<file path="config.mk">
export PLATFORM = sky130hd
export DESIGN_NAME = muldiv_seq
export DESIGN_NICKNAME = d
export VERILOG_FILES = /design/src/rtl/muldiv_seq.sv
export SDC_FILE = /design/constraint.sdc
export NUM_CORES = 1
export LEC_CHECK = 0
export ABC_AREA = 1
export BUFFER_PORTS_ARGS = -buffer_cell sky130_fd_sc_hd__clkbuf_2
export CAP_MARGIN = 20
export CORE_ASPECT_RATIO = 0.9
export CORE_MARGIN = 10
export CORE_UTILIZATION = 40
export CTS_CLUSTER_SIZE = 12
export DETAILED_ROUTE_END_ITERATION = 10
export GPL_ROUTABILITY_DRIVEN = 0
export PLACE_DENSITY = 0.65
export SLEW_MARGIN = 20
export SYNTH_ARGS = -nofsm -noshare
export SYNTH_HDL_FRONTEND = slang
export SYNTH_SLANG_ARGS = --single-unit
</file>
<file path="constraint.sdc">
create_clock -name clk -period 7.9 [get_ports clk]
set_input_delay 0.79 -clock clk [delete_from_list [all_inputs] [get_ports clk]]
set_output_delay 0.79 -clock clk [all_outputs]
set_load 0.03 [all_outputs]
</file>
<file path="src/rtl/muldiv_seq.sv">
module muldiv_seq #(
  parameter int W = 32
) (
  input  logic         clk,
  input  logic         rst_n,
  input  logic         start,
  input  logic [2:0]   op,
  input  logic [W-1:0] src,
  input  logic [W-1:0] hi_in,
  input  logic [W-1:0] lo_in,
  output logic         busy,
  output logic         done,
  output logic         fault,
  output logic         wr_hi,
  output logic         wr_lo,
  output logic [W-1:0] hi_out,
  output logic [W-1:0] lo_out,
  output logic         carry,
  output logic         ovf
);
  localparam int CW = $clog2(W);
  localparam int DW = 2 * W;

  typedef enum logic [1:0] {S_IDLE, S_RUN, S_FIN} st_t;
  st_t st;

  logic [DW-1:0] p;
  logic [W-1:0]  m;
  logic [CW-1:0] cnt;
  logic is_div, sgn, short_f, neg_q, neg_r, pre_fault;

  wire go      = start && (st == S_IDLE);
  wire div_in  = (op == 3'd3) || (op == 3'd4);
  wire sgn_in  = (op == 3'd1) || (op == 3'd2) || (op == 3'd4);
  wire shrt_in = (op == 3'd2);

  wire [W-1:0]  a_mag   = (sgn_in && src[W-1])   ? -src   : src;
  wire [W-1:0]  b_mag   = (sgn_in && lo_in[W-1]) ? -lo_in : lo_in;
  wire [DW-1:0] dvd     = {hi_in, lo_in};
  wire [DW-1:0] dvd_mag = (sgn_in && hi_in[W-1]) ? -dvd : dvd;

  wire [W:0]    msum    = {1'b0, p[DW-1:W]} + (p[0] ? {1'b0, m} : {(W+1){1'b0}});
  wire [DW-1:0] mul_nx  = {msum, p[W-1:1]};
  wire [W:0]    trial   = {p[DW-1:W], p[W-1]};
  wire          ge      = trial >= {1'b0, m};
  wire [W:0]    diff    = trial - {1'b0, m};
  wire [DW-1:0] div_nx  = {ge ? diff[W-1:0] : trial[W-1:0], p[W-2:0], ge};

  wire [DW-1:0] prod    = neg_q ? -p : p;
  wire [W-1:0]  quo     = neg_q ? -p[W-1:0] : p[W-1:0];
  wire [W-1:0]  rem     = neg_r ? -p[DW-1:W] : p[DW-1:W];
  wire          q_bad   = sgn && (neg_q ? (p[W-1:0] > {1'b1, {(W-1){1'b0}}}) : p[W-1]);
  wire          ext_bad = sgn ? (prod[DW-1:W] != {W{prod[W-1]}}) : (prod[DW-1:W] != '0);
  wire          flt     = is_div && (pre_fault || q_bad);

  assign busy = (st != S_IDLE);

  always_ff @(posedge clk) begin
    if (!rst_n) begin
      st <= S_IDLE;
      p <= '0;
      m <= '0;
      cnt <= '0;
      is_div <= 1'b0;
      sgn <= 1'b0;
      short_f <= 1'b0;
      neg_q <= 1'b0;
      neg_r <= 1'b0;
      pre_fault <= 1'b0;
      done <= 1'b0;
      fault <= 1'b0;
      wr_hi <= 1'b0;
      wr_lo <= 1'b0;
      hi_out <= '0;
      lo_out <= '0;
      carry <= 1'b0;
      ovf <= 1'b0;
    end else begin
      done <= 1'b0;
      case (st)
        S_IDLE: if (go) begin
          m <= a_mag;
          cnt <= '0;
          is_div <= div_in;
          sgn <= sgn_in;
          short_f <= shrt_in;
          if (div_in) begin
            p <= dvd_mag;
            neg_q <= sgn_in && (hi_in[W-1] ^ src[W-1]);
            neg_r <= sgn_in && hi_in[W-1];
            pre_fault <= (dvd_mag[DW-1:W] >= a_mag);
            st <= (dvd_mag[DW-1:W] >= a_mag) ? S_FIN : S_RUN;
          end else begin
            p <= {{W{1'b0}}, b_mag};
            neg_q <= sgn_in && (src[W-1] ^ lo_in[W-1]);
            neg_r <= 1'b0;
            pre_fault <= 1'b0;
            st <= S_RUN;
          end
        end
        S_RUN: begin
          p <= is_div ? div_nx : mul_nx;
          cnt <= cnt + 1'b1;
          if (cnt == CW'(W - 1)) st <= S_FIN;
        end
        default: begin
          st <= S_IDLE;
          done <= 1'b1;
          fault <= flt;
          wr_lo <= !flt;
          wr_hi <= !flt && !short_f;
          hi_out <= flt ? '0 : (is_div ? rem : prod[DW-1:W]);
          lo_out <= flt ? '0 : (is_div ? quo : prod[W-1:0]);
          carry <= !is_div && ext_bad;
          ovf <= !is_div && ext_bad;
        end
      endcase
    end
  end
endmodule

</file>
==> results.env <==
GRT_START_MAX_NET_PINS=84
CPPEAKSTAGEDELAY_NS=0.60
FINAL_CELLS=3950
PLACED_CELL_AREA_UM2=20100
PLACEMENT.IO_BUFFERS=172
WORST_SETUP_HOLD_PATH_CLK_SLEW_NS=0.09
DETAIL_ROUTE.ITER0.VIOLATIONS=3076
YS_SEQ_ELEMENTS=178
NUM-NETS-FINAL=3527
DETAILEDPLACEMENTHPWL_UM=61800
VIA_COUNT=22419
SYN-NUM-NETS=3432
ROUTEDWLPERCELL_UM=19.5
SETUP.REG_TO_REG.WORST_SLACK_NS=4.16
SYNTHTOPCELLSBYAREA='dfxtp_1 (19%), nand2_1 (16%), nor2_1 (8.2%), o21ai_0 (7.5%), inv_1 (7.4%)'
MAX-CLOCK-PATH-BUFFERS=2
CRIT_TYPE='in -> reg'
CLKSINKCOUNT=178
TIMING.CRITICAL_PATH.SLOWEST_STAGE_CELL='inv_1'
TIMING.CRITICAL_PATH.TO_TYPE='register'
FIRST_GLOBAL_VIAS=20294
AVGSYNTHCELLAREA_UM2=5.82
POST_SYNTH_AND_OR_NAND_NOR_AREA_FRACTION_PCT=36.6
PATH_COMMON_CELL='a21oi_1'
CTSHOLDBUFFERS=0
SYN_TO_FINAL_GROWTH_PCT=10.0
SYNTH_TOP_AREA_CELL='dfxtp_1'
FINAL_UTIL_PCT=44.4
TIMING_HOLD_VIOLATIONS_FINAL=0
POWER.SHARE.SWITCHING_PCT=51.6
MAX_SLEW_MARGIN_PCT=32.9
DRTANTENNAVIOLNETS=0
CRIT_BUF_INV=4
CLOCK_LATENCY_NS=0.47
POSTCTSSETUPREPAIRBUFS=0
FP.DIEAREA_UM2=56000
PLACEMENT_ROWS=75
POWER-PER-CELL-AREA_nW_PER_UM2=211
NETLIST_AREA_UM2=18800
LARGEST_FAMILY_OF_LOGIC_CELLS_BY_SYNTHESIZED_AREA='simple AND/OR/NAND/NOR gates'
POWER_FRAC_CLOCK_PCT=20.2
TOTALNEGATIVESETUPSLACK_NS=0
RSZ0062_AT_GRT='false'
GRT_USE_MET2_PCT=37.8
LEADING_CELL_TYPE_IN_THE_LAYOUT_FILL_AND_TAPS_EXCLUDED='nand2_1'
GRT_OVERFLOW=0
GRTUSAGETOTAL_PCT=26.7
POST_CTS_RESIZED=0
DRV_CAP=0
FIN_CRIT_SH_PCT=52.7
INITIAL_ANTENNA_VIOLATION_COUNT=0
CP_DATA_REQUIRED_TIME_NS=8.31
TIMING.FINAL.SETUP_VIOLATIONS=0
CELLLEAKAGEPOWER_nW=9.58
TIMING.CRITICAL_PATH.MAX_DELAY_FAMILY='compound AO/OA/AOI/OAI gates'
SHARE_SEQ_OF_TOTAL_POWER_PCT=27.8
SYNTHESIS.YOSYS.WARNINGS=0
GRT_PASS1_WL_UM=118000
SHARE_OF_ASYNC_SETTABLE_OR_ASYNC_RESETTABLE_FLOPS_AFTER_SYNTHESIS_PCT=0
DIE_WIDTH_UM=248
FINALWORSTSETUPSLACK_NS=3.74
CRIT_ARRIVAL_NS=4.57
GROUTE.LAYER.MET3.USAGE_PCT=6.28
ROUTED_WIRELENGTH_UM=77200
FINAL_CELL_MIX='nand2_1 (814), nor2_1 (409), inv_1 (371)'
WORST_SETUP_SKEW_AFTER_LAYOUT_NS=0.0347
DESIGN.CORE.AREA_UM2=46500
FINAL_DESIGN_AREA_NO_FILL_UM2=20600
CTS_HTREE_LEVELS=4
CLOCK_BUFFER_COUNT_FROM_CTS=17
ACHIEVABLE-FREQUENCY_GHz=0.240
CTS_TREE='done'
FP.DIEH_UM=225
FINAL-MAX-SLEW-VIOLATION-COUNT=0
CRIT_FANOUT=25
GRT.BUSIEST_LAYER='met1'
MIN_PATH_TYPE='reg -> reg'
FIN_WORST_HOLD_SLACK_NS=0.454
LAYOUT-DRIVE-GT1-SHARE_PCT=8.91
DP_CELLS=3918
COMBINATIONAL_POWER_SHARE_PCT=52.0
SEQ_AREA_FRAC_SYNTH_PCT=19.0
MET1_USAGE_PCT=38.2
PATH_CELLS='clkbuf_2 -> a21oi_1 -> inv_1 -> a21oi_1 -> inv_1 -> nor2_4 -> inv_1 -> o21ai_0 -> xor2_1 -> ha_1 -> a21oi_1 -> o21ai_0 -> nand2_1 -> o211ai_1 -> a21oi_1 -> nand3_1 -> nand2_1 -> nand2_1 -> a21oi_1'
PRE_CTS_WS_NS=3.34
CTSROOTBUFFERMASTER='clkbuf_16'
LARGEST_VDD_SUPPLY_DROP_mV=0.110
YOSYS_TOP_CELL_AREA_SHARE_PCT=19.0
POWER_INTERNAL_mW=2.10
TOTAL_POWER_mW=4.35
DRT_PASS1_ITERATIONS=8
IOPINCOUNT=173
STARTPOINT_TYPE='input pin'
VIAS_PER_CELL=5.68
STARTING_UTILIZATION_OF_THE_CORE_AREA_PCT=40.4
DRC_ERRORS=0
SYNTH_EDF_COUNT=0
SYNTH-COMPOUND-AREA-SHARE_PCT=20.6
OUTCOME='finished, final reports clean'
SYNTH_CELL_TYPE_COUNT=65
TIMING.FINAL.CRIT_PERIOD_NS=4.16
SYNTH-XOR-AREA-SHARE_PCT=5.88
SYNTHMUXAREASHARE_PCT=0.640
YOSYS_MOST_USED_DFF='dfxtp_1'
N_FILL_CELL=5077
POSTSYNTHCELLCOUNT=3226
WORST-SLEW-PIN-TRANSITION_NS=1.01
NET_SWITCHING_POWER_mW=2.25
NUM_ANTENNA_CELLS=0
SYNTH-ADDER-AREA-SHARE_PCT=7.02
## registers in the layout, indices dropped and copies added (netlist names)
name	cells
cnt	5
done	1
fault	1
hi_out	32
is_div	1
lo_out	32
m	32
neg_q	1
neg_r	1
ovf	1
p	64
pre_fault	1
sgn	1
short_f	1
st	2
wr_hi	1
wr_lo	1
## power by group through the flow
stage	combinational, mW	sequential [mW]	clock [mW]
after global routing	2.50	1.22	0.922
after floorplan	1.54	1.18	0
after detailed placement	2.18	1.22	0
final	2.26	1.21	0.878
after CTS	2.19	1.20	0.887
after global placement	2.19	1.22	0
## synthesized netlist by cell type (all sizes together), types with 8 or more instances
library cell,number
a21oi,227
ha,102
xor2,114
nor3,58
mux2i,12
a32o,9
nand3b,12
buf,41
o21bai,8
nand3,214
o221ai,8
xnor2,11
o22ai,28
nand2,825
a21o,10
a31oi,44
o21ai,298
nor2,437
o211ai,27
clkbuf,70
or2,14
nand4,45
nor4,11
dfxtp,178
inv,378
a21boi,8
## final timing paths
kind / from / to / cells after the start
setup reg to reg: is_div / hi_out[13] / 8
hold reg to reg: wr_lo / wr_lo / 2
hold / removal: wr_lo / wr_lo / 2
setup / recovery: op[0] / st[0] / 19
## logic make-up (layout without fill, tap and decap cells)
logic type / count (synthesis) / in the layout
multiplexers: 12 / 12
adder cells (fa/ha/maj): 104 / 104
buffers and inverters: 492 / 600
XOR/XNOR: 125 / 125
AND/OR/NAND/NOR: 1623 / 1623
flip-flops: 178 / 178
AO/OA/AOI/OAI: 692 / 692
## worst register-to-register path: cells and delay by family (launching register included)
| kind | cells | cell delay (ns) |
|---|---|---|
| simple gates | 3 | 0.97 |
| compound gates | 2 | 0.65 |
| flops | 1 | 0.31 |
| buf+inv | 3 | 1.75 |
## layout make-up
class                   instances  area, um^2  share of cell area, %
flip-flops and latches        178        3570                   17.3
clock buffers                  18         429                   2.08
inverters                     381        1430                   6.94
well taps                     616         771                   3.73
repair buffers                187         973                   4.72
multi-input cells            2556       13300                   64.5
clock inverters                14         160                  0.776
## per-layer routing
layer / vias up / part of all wire (%)
met5: - / 0
met4: 0 / 3.5
met3: 164 / 13
met2: 1310 / 40
met1: 10078 / 43
li1: 10867 / -
(Power assumes the default switching activity.)
